**src/rtl/omc_pkg.sv**
```systemverilog
package omc_pkg;

   typedef enum logic [2:0] {
      CM_INPUT    = 3'd0,
      CM_COMB_OUT = 3'd1,
      CM_COMB_IO  = 3'd2,
      CM_REG_OUT  = 3'd3,
      CM_REG_IO   = 3'd4
   } cell_mode_e;

   // G = register inhibit, M = global mode, A = cell mode bit
   function automatic cell_mode_e decode_mode(input logic g, input logic m, input logic a);
      cell_mode_e res;
      case ({g, m, a})
         3'b101:  res = CM_INPUT;
         3'b100:  res = CM_COMB_OUT;
         3'b111:  res = CM_COMB_IO;
         3'b010:  res = CM_REG_OUT;
         3'b011:  res = CM_REG_IO;
         default: res = CM_INPUT;
      endcase
      return res;
   endfunction

endpackage

```
**src/rtl/omc_cfg_split.sv**
```systemverilog
module omc_cfg_split #(
   parameter int NUM_CELLS      = 8,
   parameter int TERMS_PER_CELL = 8,
   parameter int KILL_HALF      = 32
) (
   input  logic [2*KILL_HALF+2+2*NUM_CELLS-1:0] arch,
   output logic [NUM_CELLS*TERMS_PER_CELL-1:0]  term_kill,
   output logic                                 g_inhibit,
   output logic                                 g_mode,
   output logic [NUM_CELLS-1:0]                 cell_mode_bit,
   output logic [NUM_CELLS-1:0]                 cell_pol
);
   localparam int CTRL_LO  = KILL_HALF;
   localparam int MODE_LO  = CTRL_LO + 2;
   localparam int POL_LO   = MODE_LO + NUM_CELLS;
   localparam int KILL_HI0 = POL_LO + NUM_CELLS;

   if (NUM_CELLS * TERMS_PER_CELL != 2 * KILL_HALF) begin : g_bad_kill_split
      $error("omc_cfg_split: kill bits must cover every product term");
   end

   assign term_kill     = {arch[KILL_HI0 +: KILL_HALF], arch[KILL_HALF-1:0]};
   assign g_inhibit     = arch[CTRL_LO];
   assign g_mode        = arch[CTRL_LO+1];
   assign cell_mode_bit = arch[MODE_LO +: NUM_CELLS];
   assign cell_pol      = arch[POL_LO +: NUM_CELLS];
endmodule

```
**src/rtl/omc_term_gate.sv**
```systemverilog
module omc_term_gate #(
   parameter int TERMS_PER_CELL = 8
) (
   input  logic [TERMS_PER_CELL-1:0] terms,
   input  logic [TERMS_PER_CELL-1:0] kill,
   output logic                      sum_all,
   output logic                      sum_tail,
   output logic                      first_term
);
   logic [TERMS_PER_CELL-1:0] live;

   if (TERMS_PER_CELL < 2) begin : g_bad_width
      $error("omc_term_gate: at least two terms per cell are required");
   end

   assign live       = terms & ~kill;
   assign first_term = live[0];
   assign sum_all    = |live;
   assign sum_tail   = |live[TERMS_PER_CELL-1:1];
endmodule

```
**src/rtl/omc_cell.sv**
```systemverilog
module omc_cell
   import omc_pkg::*;
#(
   parameter bit ASYNC_RESET = 1'b1,
   parameter bit RESET_Q     = 1'b0
) (
   input  logic       clk,
   input  logic       rst_n,
   input  logic       oe,
   input  cell_mode_e mode,
   input  logic       pol,
   input  logic       sum_all,
   input  logic       sum_tail,
   input  logic       first_term,
   input  logic       pin_in,
   output logic       pin_out,
   output logic       pin_oe,
   output logic       fbk
);
   logic q;
   logic d_all;
   logic d_tail;
   logic load;

   assign d_all  = pol ? sum_all  : ~sum_all;
   assign d_tail = pol ? sum_tail : ~sum_tail;
   assign load   = (mode == CM_REG_OUT);

   if (ASYNC_RESET) begin : g_async
      always_ff @(posedge clk or negedge rst_n) begin
         if (!rst_n)    q <= RESET_Q;
         else if (load) q <= d_all;
      end
   end else begin : g_sync
      always_ff @(posedge clk) begin
         if (!rst_n)    q <= RESET_Q;
         else if (load) q <= d_all;
      end
   end

   always_comb begin
      case (mode)
         CM_COMB_OUT: begin
            pin_out = d_all;
            pin_oe  = 1'b1;
            fbk     = d_all;
         end
         CM_COMB_IO, CM_REG_IO: begin
            pin_out = d_tail;
            pin_oe  = first_term;
            fbk     = pin_in;
         end
         CM_REG_OUT: begin
            pin_out = ~q;
            pin_oe  = oe;
            fbk     = q;
         end
         default: begin
            pin_out = 1'b0;
            pin_oe  = 1'b0;
            fbk     = pin_in;
         end
      endcase
   end
endmodule

```
**src/rtl/omc_bank.sv**
```systemverilog
module omc_bank
   import omc_pkg::*;
#(
   parameter int NUM_CELLS      = 8,
   parameter int TERMS_PER_CELL = 8,
   parameter int KILL_HALF      = 32,
   parameter bit ASYNC_RESET    = 1'b1,
   localparam int NTERMS        = NUM_CELLS * TERMS_PER_CELL,
   localparam int ARCH_W        = 2 * KILL_HALF + 2 + 2 * NUM_CELLS
) (
   input  logic                 clk,
   input  logic                 rst_n,
   input  logic                 oe,
   input  logic [NTERMS-1:0]    terms,
   input  logic [NUM_CELLS-1:0] pin_in,
   input  logic [ARCH_W-1:0]    arch,
   output logic [NUM_CELLS-1:0] pin_out,
   output logic [NUM_CELLS-1:0] pin_oe,
   output logic [NUM_CELLS-1:0] fbk
);
   logic [NTERMS-1:0]    term_kill;
   logic                 g_inhibit;
   logic                 g_mode;
   logic [NUM_CELLS-1:0] cell_mode_bit;
   logic [NUM_CELLS-1:0] cell_pol;

   if (NUM_CELLS < 1) begin : g_bad_cells
      $error("omc_bank: NUM_CELLS must be positive");
   end

   omc_cfg_split #(
      .NUM_CELLS(NUM_CELLS), .TERMS_PER_CELL(TERMS_PER_CELL), .KILL_HALF(KILL_HALF)
   ) u_split (
      .arch(arch), .term_kill(term_kill), .g_inhibit(g_inhibit), .g_mode(g_mode),
      .cell_mode_bit(cell_mode_bit), .cell_pol(cell_pol)
   );

   for (genvar n = 0; n < NUM_CELLS; n++) begin : g_cell
      logic       sum_all;
      logic       sum_tail;
      logic       first_term;
      cell_mode_e mode;

      assign mode = decode_mode(g_inhibit, g_mode, cell_mode_bit[n]);

      omc_term_gate #(.TERMS_PER_CELL(TERMS_PER_CELL)) u_gate (
         .terms(terms[n*TERMS_PER_CELL +: TERMS_PER_CELL]),
         .kill(term_kill[n*TERMS_PER_CELL +: TERMS_PER_CELL]),
         .sum_all(sum_all), .sum_tail(sum_tail), .first_term(first_term)
      );

      omc_cell #(.ASYNC_RESET(ASYNC_RESET), .RESET_Q(1'b0)) u_cell (
         .clk(clk), .rst_n(rst_n), .oe(oe), .mode(mode), .pol(cell_pol[n]),
         .sum_all(sum_all), .sum_tail(sum_tail), .first_term(first_term),
         .pin_in(pin_in[n]), .pin_out(pin_out[n]), .pin_oe(pin_oe[n]), .fbk(fbk[n])
      );
   end
endmodule

```
**config.mk**
```make
export PLATFORM = sky130hd
export DESIGN_NAME = omc_bank
export DESIGN_NICKNAME = d
export VERILOG_FILES = /design/src/rtl/omc_pkg.sv /design/src/rtl/omc_cfg_split.sv /design/src/rtl/omc_term_gate.sv /design/src/rtl/omc_cell.sv /design/src/rtl/omc_bank.sv
export SDC_FILE = /design/constraint.sdc
export NUM_CORES = 1
export LEC_CHECK = 0
export CORE_MARGIN = 2
export CORE_UTILIZATION = 31
export DETAILED_ROUTE_END_ITERATION = 10
export GPL_ROUTABILITY_DRIVEN = 0
export HOLD_SLACK_MARGIN = 0.05
export PLACE_DENSITY = 0.93
export SYNTH_ARGS = -nofsm -noshare
export SYNTH_HDL_FRONTEND = slang
export SYNTH_SLANG_ARGS = --single-unit
```
**constraint.sdc**
```tcl
create_clock -name clk -period 1.45 [get_ports clk]
set_input_delay 0.145 -clock clk [delete_from_list [all_inputs] [get_ports clk]]
set_output_delay 0.145 -clock clk [all_outputs]
set_load 0.05 [all_outputs]
```
==> run_results.csv, run 1 <==
group,metric,value,unit
status,status,"finished, violations left",
status,violations,"negative setup slack",
timing,max_freq,554,MHz
timing,slew_headroom,66.2,%
drt,ant_nets,0,
grt,grt_pass1_wl,16700,um
cts,cts_root_buf,"clkbuf_8",
setup_path,cp_cell_sequence,"buf_2 -> nand2b_4 -> o2111ai_4 -> buf_4 -> nor2_2 -> xnor2_1 -> o311ai_1 -> buf_4 -> buf_12",
setup_path,critPathCaptureType,"primary output",
timing,skew,0,ns
timing,whs,0.213,ns
yosys,syn_avg_cell_area,6.44,um^2
timing,layout_setup_ws,-0.354,ns
cts,clk_latency,0.23,ns
yosys,synthMuxAreaShare,0.523,%
grt,grt_overflow,0,
setup_path,required,1.31,ns
setup_path,cp-start-kind,"input port",
timing,tightest_slew,0.507,ns
yosys,synth.top_cells.by_area,"dfrtp_1 10%, nand2b_1 10%, buf_4 9.4%, nor2_1 5.9%, inv_1 5.5%",
cts,cts_made_buffers,3,
yosys,synth-simple-area-share,31.0,%
grt,grt_max_degree,16,
layout,layout-drive-gt1-share,67.0,%
drt,dr.pass1.iters,5,
cts,cts_tree,"done",
floorplan,initial_core_util,32.1,%
pwr,switching_share,41.4,%
worst_hold_path,min_path_type,"in2async",
cts,cts_htree_levels,1,
timing,final_hold_viol_count,0,
timing,finalSetupViolCount,15,
floorplan,core,0.00596,mm^2
pwr,p_leak,2.41,nW
layout,areaGrowthSynthToFinish,167,%
drt,drc,0,
layout,final_area,0.00510,mm^2
cts,hold_buffers,0,
setup_path,max_stage_delay,0.42,ns
yosys,async_flop_share,100,%
floorplan,row_count,28,
placed_design,port_buffers,180,
yosys,synth_top_family_by_area,"compound AO/OA/AOI/OAI gates",
floorplan,io_pins,181,
layout,layout.nets,680,
pwr,pwr-share-comb,77.6,%
yosys,ys_types,35,
cts,clk_transition_reported_paths,0.05,ns
yosys,synth_top_area_cell,"dfrtp_1",
cts,cts_buffer_depth,2,
setup_path,path_buf_inv,4,
pwr,p_int,0.00152,W
layout,nFillCells,325,
yosys,synthAdderAreaFrac,0,%
pwr,ir_drop,0.390,mV
setup_path,cp_common_cell,"buf_4",
drt,drt_iter0_markers,196,
drt,vias_per_cell,5.69,
grt,grt_pass1_vias,3708,
setup_path,r2r_cells,3,
placed_design,dp_hpwl,7050,um
layout,multi_input_area,0.00220,mm^2
layout,register_area,200,um^2
grt,groute.usage.overall,31.9,%
yosys,synthXorXnorAreaFrac,3.66,%
pwr,pwr-share-seq,11.8,%
pwr,pwr-share-clk,10.6,%
timing,fin_crit_sh,124,%
yosys,syn_inst,297,
drt,routed_wl,12600,um
timing,maxSlewViolCount,0,
pwr,cellPowerDensity,508,mW/mm^2
yosys,synth_flop_cell,"dfrtp_1",
floorplan,fp.dieH,82.6,um
setup_path,regToRegEndpoint,"g_cell[5].u_cell.q$_DFFE_PN0N_",
setup_path,crit_slowest_cell,"o311ai_1",
yosys,synth_area,0.00191,mm^2
pwr,switchingPower,0.00107,W
timing,period_minus_slack,1.80,ns
yosys,synth_top_area_share,10.5,%
timing,grt_setup_unrepaired,"yes",
placed_design,dpl_cell_area,0.00430,mm^2
yosys,yosysSeqAreaShare,10.5,%
timing,tns,-1.74,ns
layout,largest_register_ffs,8,
setup_path,critPathTopFamily,"buffers and inverters",
drt,wl_per_cell,21.1,um
yosys,synth_edf_count,0,
yosys,yosysWarnings,0,
flow_run,drv_cap,0,
layout,final_cell_mix,"67 x buf_4, 64 x buf_6, 58 x buf_2",
layout,layout_top_registers,"g_cell.u_cell.q x8",
setup_path,critPathMaxFanout,2,
grt,antenna_found_initial,1,
drt,num_vias,3394,
floorplan,die_w,82.6,um
setup_path,rrSetupSlack,0.67,ns
yosys,synth_fp_nets,454,
yosys,ys_ff_latch,8,
setup_path,regToRegStartpoint,"g_cell[5].u_cell.q$_DFFE_PN0N_",
floorplan,dieArea,0.00682,mm^2
cts,clock-sinks,8,
layout,layout_commonest_cell,"buf_4",
setup_path,path_class,"in2out",
setup_path,cp.arrival,1.66,ns
layout,largest-register,"g_cell.u_cell.q",
yosys,synth_compound_area_share,35.7,%
==> final cells by class <==
cell class	instances	share of cell area (%)
multi-input combinational	221	43.1
clock buffer	3	0.809
sequential	8	3.92
inverter	28	2.11
tap	75	1.84
antenna	1	0.0490
timing repair buffer	261	48.1
==> Yosys cell counts (2+ instances only) <==
library cell,instances
or3_1,5
nor4_1,2
o2111ai_1,7
o22ai_1,4
inv_1,28
a22o_1,8
dfrtp_1,8
a31o_2,2
a21oi_1,17
o211ai_1,6
a21o_1,2
o221ai_1,7
xnor2_1,8
nor2_1,30
o31ai_1,5
o311ai_0,2
o311ai_1,7
clkbuf_1,11
buf_2,2
buf_4,24
o21a_1,11
nor3_1,13
nor2b_1,10
nand2b_1,31
o21ai_0,17
nand2_1,21
==> worst register-to-register path, delay by kind of cell (launching register included) <==
family / cells / cell delay (ns)
buffers and inverters: 1 / 0.13
and+or+nand+nor: 1 / 0.10
DFF: 1 / 0.38
AOI/OAI and AO/OA: 1 / 0.05
==> worst max path at each step <==
stage | from | end | cells after the start
floorplan | arch[33] | pin_out[4] | 6
detailed placement | arch[56] | pin_out[4] | 7
global placement | arch[54] | pin_out[4] | 7
global route | terms[37] | fbk[4] | 9
CTS | arch[26] | fbk[3] | 8
finish | terms[37] | fbk[4] | 9
==> repair_timing <==
action / in CTS / in global routing
gates resized for setup: 635 / 59
pin swaps: 60 / 35
setup endpoints to repair: 26 / 20
buffers inserted: 13 / 8
==> per-layer routing <==
metal / GRT usage, % / share of wire (%) / vias to the layer above
met1: 28.7 / 32 / 1583
met4: 22.5 / 7.2 / 0
met3: 9.35 / 8.8 / 78
met5: 0 / 0 / -
met2: 60.4 / 52 / 251
li1: - / - / 1482
==> metrics by stage <==
stage | setup WS (ns) | cells | total power (W) | utilization (%)
detailed placement | -0.648 | 577 | 0.00191 | 72.2
global route | -0.396 | 597 | 0.00271 | 85.7
floorplan | -0.0158 | 297 | 0.000992 | -
global placement | -0.570 | 577 | 0.00185 | 72.2
CTS | -0.126 | 588 | 0.00241 | 82.1
finish | -0.354 | 597 | 0.00259 | 85.7
==> logic make-up (layout without fill, tap and decap cells) <==
| family | Yosys count | after routing |
|---|---|---|
| other | 0 | 1 |
| DFF | 8 | 8 |
| AOI/OAI and AO/OA | 97 | 97 |
| and+or+nand+nor | 115 | 115 |
| muxes | 1 | 1 |
| xor gates and xnor gates | 8 | 8 |
| buffers and inverters | 68 | 292 |
==> power groups by stage <==
stage	Combinational, W	Clock, W	Sequential [W]
after floorplan	0.000699	0	0.000293
after global placement	0.00156	0	0.000298
after detailed placement	0.00161	0	0.000301
after CTS	0.00183	0.000280	0.000299
after global routing	0.00210	0.000297	0.000311
final	0.00201	0.000275	0.000305
(Power assumes the default switching activity.)
==> run 2, diff against run 1 <==
- CORE_ASPECT_RATIO: default -> 1.75
- CORE_UTILIZATION: 31 -> 38
- PLACE_DENSITY: 0.93 -> 0.94
- SYNTH_HIERARCHICAL: default -> 1
==> run_results.csv, run 2 <==
group,metric,value,unit
grt,grt_overflow,0,
drt,drc,0,
drt,ant_nets,0,
layout,register_area,200,um^2
worst_hold_path,min_path_type,"in2async",
timing,period_minus_slack,1.98,ns
layout,layout_top_registers,"g_cell.u_cell/q x8",
grt,grt_pass1_wl,17600,um
placed_design,dp_cells,595,
layout,diodes,0,
pwr,cellPowerDensity,570,mW/mm^2
yosys,yosysWarnings,6,
yosys,ys_types,27,
yosys,synth_top_area_cell,"buf_4",
yosys,synth_fp_nets,523,
pwr,p_leak,2.69,nW
drt,dr.pass1.iters,4,
drt,routed_wl,10900,um
drt,num_vias,3139,
yosys,synth_flop_cell,"dfrtp_1",
layout,areaGrowthSynthToFinish,104,%
layout,fin_cells,627,
floorplan,io_pins,181,
timing,fin_crit_sh,137,%
cts,cts_htree_levels,1,
yosys,yosys.cell_count.top_type,"buf_4",
floorplan,dieArea,0.00826,mm^2
layout,multi_input_area,0.00274,mm^2
yosys,synth.top_cells.by_area,"buf_4 22%, a2111oi_4 7.7%, dfrtp_1 7.0%, nor2b_1 7.0%, xnor2_1 4.9%",
timing,maxSlewViolCount,0,
yosys,yosysSeqAreaShare,7.01,%
yosys,synth_edf_count,0,
status,violations,"negative setup slack",
yosys,synthAdderAreaFrac,0,%
setup_path,required,1.31,ns
drt,wl_per_cell,17.5,um
yosys,synth-simple-area-share,29.6,%
setup_path,critPathMaxFanout,2,
timing,tightest_slew,0.532,ns
yosys,ys_ff_latch,8,
yosys,synthMuxAreaShare,2.80,%
floorplan,die_w,69.6,um
timing,max_freq,504,MHz
yosys,synth_common_cells,"83 x buf_4, 32 x inv_1, 32 x nor2b_1",
timing,final_hold_viol_count,0,
cts,cts_buffer_depth,2,
yosys,syn_inst,366,
timing,slew_headroom,64.4,%
pwr,ir_drop,0.490,mV
flow_run,drv_cap,0,
drt,drt_iter0_markers,87,
layout,largest-register,"g_cell.u_cell/q",
timing,skew,0,ns
setup_path,cp-start-kind,"input port",
yosys,async_flop_share,100,%
drt,vias_per_cell,5.01,
cts,hold_buffers,0,
placed_design,dp_hpwl,7650,um
timing,grt_setup_unrepaired,"yes",
floorplan,row_count,41,
layout,final_cell_mix,"63 x buf_4, 51 x dlygate4sd2_1, 48 x nor2b_4",
layout,largest_register_ffs,8,
timing,finalSetupViolCount,25,
cts,clk_transition_reported_paths,0.04,ns
layout,nFillCells,433,
placed_design,port_buffers,180,
layout,final_area,0.00584,mm^2
yosys,synth_top_area_share,21.8,%
yosys,syn_avg_cell_area,7.81,um^2
setup_path,cp.arrival,1.84,ns
cts,cts_tree,"done",
layout,layout.nets,700,
cts,cts_made_buffers,3,
grt,antenna_found_initial,0,
yosys,synth_top_family_by_area,"simple AND/OR/NAND/NOR gates",
grt,grt_pass1_vias,3718,
layout,layout-drive-gt1-share,62.1,%
timing,layout_setup_ws,-0.534,ns
yosys,synthXorXnorAreaFrac,10.8,%
placed_design,dp_slack,-0.770,ns
cts,cts_root_buf,"clkbuf_16",
floorplan,initial_core_util,39.5,%
yosys,synth_compound_area_share,22.1,%
layout,layout_commonest_cell,"buf_4",
setup_path,path_class,"in2out",
cts,clock-sinks,8,
grt,grt_max_degree,9,
placed_design,dpl_cell_area,0.00500,mm^2
floorplan,core,0.00723,mm^2
grt,groute.usage.overall,26.1,%
cts,clk_latency,0.23,ns
setup_path,critPathCaptureType,"primary output",
yosys,synth_area,0.00286,mm^2
floorplan,fp.dieH,119,um
status,status,"finished, violations left",
-- run 2: cell types whose count changed after synthesis, moves of 17 or more --
cell / previous run / this run
buf_4: 24 / 83
nand2b_1: 31 / 8
nor2_1: 30 / 8
nor2b_1: 10 / 32
o21ai_0: 17 / 0
-- run 2: cell type report --
type,count,area share (%)
repair buffers,264,44.4
inverters,32,2.06
clock buffers,3,1.29
well taps,86,1.84
flip-flops and latches,8,3.43
multi-input cells,234,46.9
-- run 2: cells by family after synthesis --
| logic type | Yosys count |
|---|---|
| flip-flops | 8 |
| AND/OR/NAND/NOR | 129 |
| XOR/XNOR | 33 |
| multiplexers | 8 |
| AO/OA/AOI/OAI | 64 |
| buffers and inverters | 124 |
-- run 2: final timing paths --
kind / end / slack [ns] / cells past startpoint / from
max: fbk[1] / -0.53 / 9 / terms[10]
min: g_cell[2].u_cell/q$_DFFE_PN0N_ / 0.26 / 1 / rst_n
max reg2reg: g_cell[7].u_cell/q$_DFFE_PN0N_ / 0.77 / 2 / g_cell[7].u_cell/q$_DFFE_PN0N_
min reg2reg: g_cell[6].u_cell/q$_DFFE_PN0N_ / 0.56 / 2 / g_cell[6].u_cell/q$_DFFE_PN0N_
max in group asynchronous: g_cell[3].u_cell/q$_DFFE_PN0N_ / 0.83 / 1 / rst_n
min in group clk: g_cell[7].u_cell/q$_DFFE_PN0N_ / 0.50 / 5 / terms[60]
-- run 2: through the flow --
step                hold WS [ns]  util (%)  TNS [ns]  total power (W)
floorplan                 -0.151         -     -2.37          0.00164
global placement           0.530      69.1    -18.44          0.00244
detailed placement         0.531      69.1    -19.85          0.00252
CTS                        0.283      78.3     -7.87          0.00322
global route               0.294      80.7     -9.10          0.00348
finish                     0.257      80.7     -7.56          0.00332
-- run 2: power by group --
group          total [W]  internal [W]  switching (W)
Clock           0.000496      0.000359       0.000137
Sequential      0.000354      0.000307      0.0000470
Combinational    0.00247       0.00134        0.00114
-- run 2: critical path, stage by stage --
cell and delay [ns]:
buf_6 0.09, nor2b_4 0.12, a2111oi_4 0.37, nand4b_1 0.20
xor2_2 0.20, buf_4 0.15, o211ai_1 0.23, o21a_2 0.20
buf_12 0.13
-- run 2: timing repair --
action | 4_1_cts | 5_1_grt
buffers inserted | 20 | 11
setup endpoints to repair | 32 | 24
resized for setup | 389 | 52
pin swaps | 72 | 58
-- run 2: per-layer routing --
metal,part of all wire (%),vias up,global-route usage (%)
met5,0,-,0
met2,63,114,55.8
met4,1.8,0,6.99
met3,4.2,18,3.32
met1,31,1496,24.6
li1,-,1511,-
==> run 3, diff against run 2 <==
- RECOVER_POWER: default -> 50
==> run_results.csv, run 3 (same netlist as run 2, synthesis figures left out) <==
group,metric,value,unit
status,status,"finished, violations left",
status,violations,"negative setup slack",
drt,num_vias,3139,
cts,cts_buffer_depth,2,
layout,nFillCells,433,
grt,grt_overflow,0,
cts,cts_made_buffers,3,
setup_path,critPathCaptureType,"primary output",
grt,grt_pass1_vias,3718,
floorplan,initial_core_util,39.5,%
layout,final_area,0.00584,mm^2
flow_run,drv_cap,0,
drt,wl_per_cell,17.5,um
layout,register_area,200,um^2
timing,layout_setup_ws,-0.534,ns
grt,grt_max_degree,9,
drt,wl_met2,6890,um
timing,fin_crit_sh,137,%
setup_path,required,1.31,ns
setup_path,regToRegStartpoint,"g_cell[7].u_cell/q$_DFFE_PN0N_",
floorplan,die_w,69.6,um
setup_path,cp.arrival,1.84,ns
drt,ant_nets,0,
cts,clk_latency,0.23,ns
layout,largest_register_ffs,8,
cts,cts_htree_levels,1,
layout,areaGrowthSynthToFinish,104,%
drt,drc,0,
timing,grt_setup_unrepaired,"yes",
setup_path,path_class,"in2out",
pwr,ir_drop,0.490,mV
pwr,cellPowerDensity,570,mW/mm^2
placed_design,port_buffers,180,
grt,groute.usage.overall,26.1,%
layout,fin_cells,627,
setup_path,cp-start-kind,"input port",
timing,period_minus_slack,1.98,ns
drt,met1_length,3400,um
layout,largest-register,"g_cell.u_cell/q",
floorplan,dieArea,0.00826,mm^2
placed_design,dp_cells,595,
floorplan,core,0.00723,mm^2
layout,diodes,0,
placed_design,dp_hpwl,7650,um
cts,clock-sinks,8,
setup_path,critPathMaxFanout,2,
timing,slew_headroom,64.2,%
timing,max_freq,504,MHz
timing,tightest_slew,0.535,ns
worst_hold_path,min_path_type,"in2async",
timing,finalSetupViolCount,25,
floorplan,row_count,41,
cts,clk_transition_reported_paths,0.04,ns
setup_path,cp-startpoint,"terms[10]",
drt,vias_per_cell,5.01,
layout,layout_top_registers,"g_cell.u_cell/q x8",
drt,dr.pass1.iters,4,
timing,whs,0.327,ns
timing,skew,0,ns
cts,cts_tree,"done",
timing,maxSlewViolCount,0,
pwr,p_leak,2.69,nW
grt,antenna_found_initial,0,
floorplan,io_pins,181,
timing,tns,-7.56,ns
layout,layout-drive-gt1-share,62.1,%
drt,routed.top_layer,"met4",
cts,cts_root_buf,"clkbuf_16",
drt,route.met3.wl,464,um
grt,grt_pass1_wl,17600,um
placed_design,dpl_cell_area,0.00500,mm^2
drt,routed_wl,10900,um
layout,multi_input_area,0.00274,mm^2
drt,drt_iter0_markers,87,
layout,final_cell_mix,"63 x buf_4, 51 x dlygate4sd2_1, 48 x nor2b_4",
layout,layout.nets,700,
timing,final_hold_viol_count,0,
floorplan,fp.dieH,119,um
layout,layout_commonest_cell,"buf_4",
run 3: changes by cell type in the layout (fill, tap and decap cells not counted):
cell / delta
clkdlybuf4s50_1: -1
dlygate4sd3_1: +1
run 3: per-stage QoR:
stage          power (W)  setup WS, ns  util (%)
2_1_floorplan    0.00164        -0.162         -
6_report         0.00332        -0.534      80.7
3_5_place_dp     0.00252        -0.770      69.1
3_3_place_gp     0.00244        -0.694      69.1
4_1_cts          0.00322        -0.475      78.3
5_1_grt          0.00348        -0.566      80.7
run 3: timing repair:
item,4_1_cts,5_1_grt
endpoints found under the hold margin,0,0
resized for setup,389,52
hold buffers,0,0
endpoints found under the setup margin,32,24
pin swaps,72,58
setup buffers,20,11
run 3: critical path, cell delays in order:
cell and delay [ns]:
buf_6 0.09, nor2b_4 0.12, a2111oi_4 0.37, nand4b_1 0.20, xor2_2 0.20, buf_4 0.15
o211ai_1 0.23, o21a_2 0.20, buf_12 0.13
run 3: area by class of cell:
type | count | area share (%)
Timing Repair Buffer | 264 | 44.4
Clock buffer | 3 | 1.29
Tap cell | 86 | 1.84
Sequential cell | 8 | 3.43
Inverter | 32 | 2.06
Multi-Input combinational cell | 234 | 46.9
run 3: path summary, 6_finish.rpt:
| kind | to | slack [ns] | cells past startpoint |
|---|---|---|---|
| worst min register to register | g_cell[6].u_cell/q$_DFFE_PN0N_ | 0.56 | 2 |
| worst max register to register | g_cell[7].u_cell/q$_DFFE_PN0N_ | 0.77 | 2 |
| min in group clk | g_cell[7].u_cell/q$_DFFE_PN0N_ | 0.50 | 5 |
| max in group asynchronous | g_cell[3].u_cell/q$_DFFE_PN0N_ | 0.76 | 1 |
| worst min-delay path | g_cell[2].u_cell/q$_DFFE_PN0N_ | 0.33 | 1 |
| worst max-delay path | fbk[1] | -0.53 | 9 |
run 3: metal layers:
metal | vias up | global-route usage (%)
li1 | 1511 | -
met1 | 1496 | 24.6
met2 | 114 | 55.8
met3 | 18 | 3.32
met4 | 0 | 6.99
met5 | - | 0
run 3: report_power, final:
part | switching, W | internal, W
clock network | 0.000137 | 0.000359
logic | 0.00114 | 0.00134
registers | 0.0000470 | 0.000307
total | 0.00132 | 0.00200
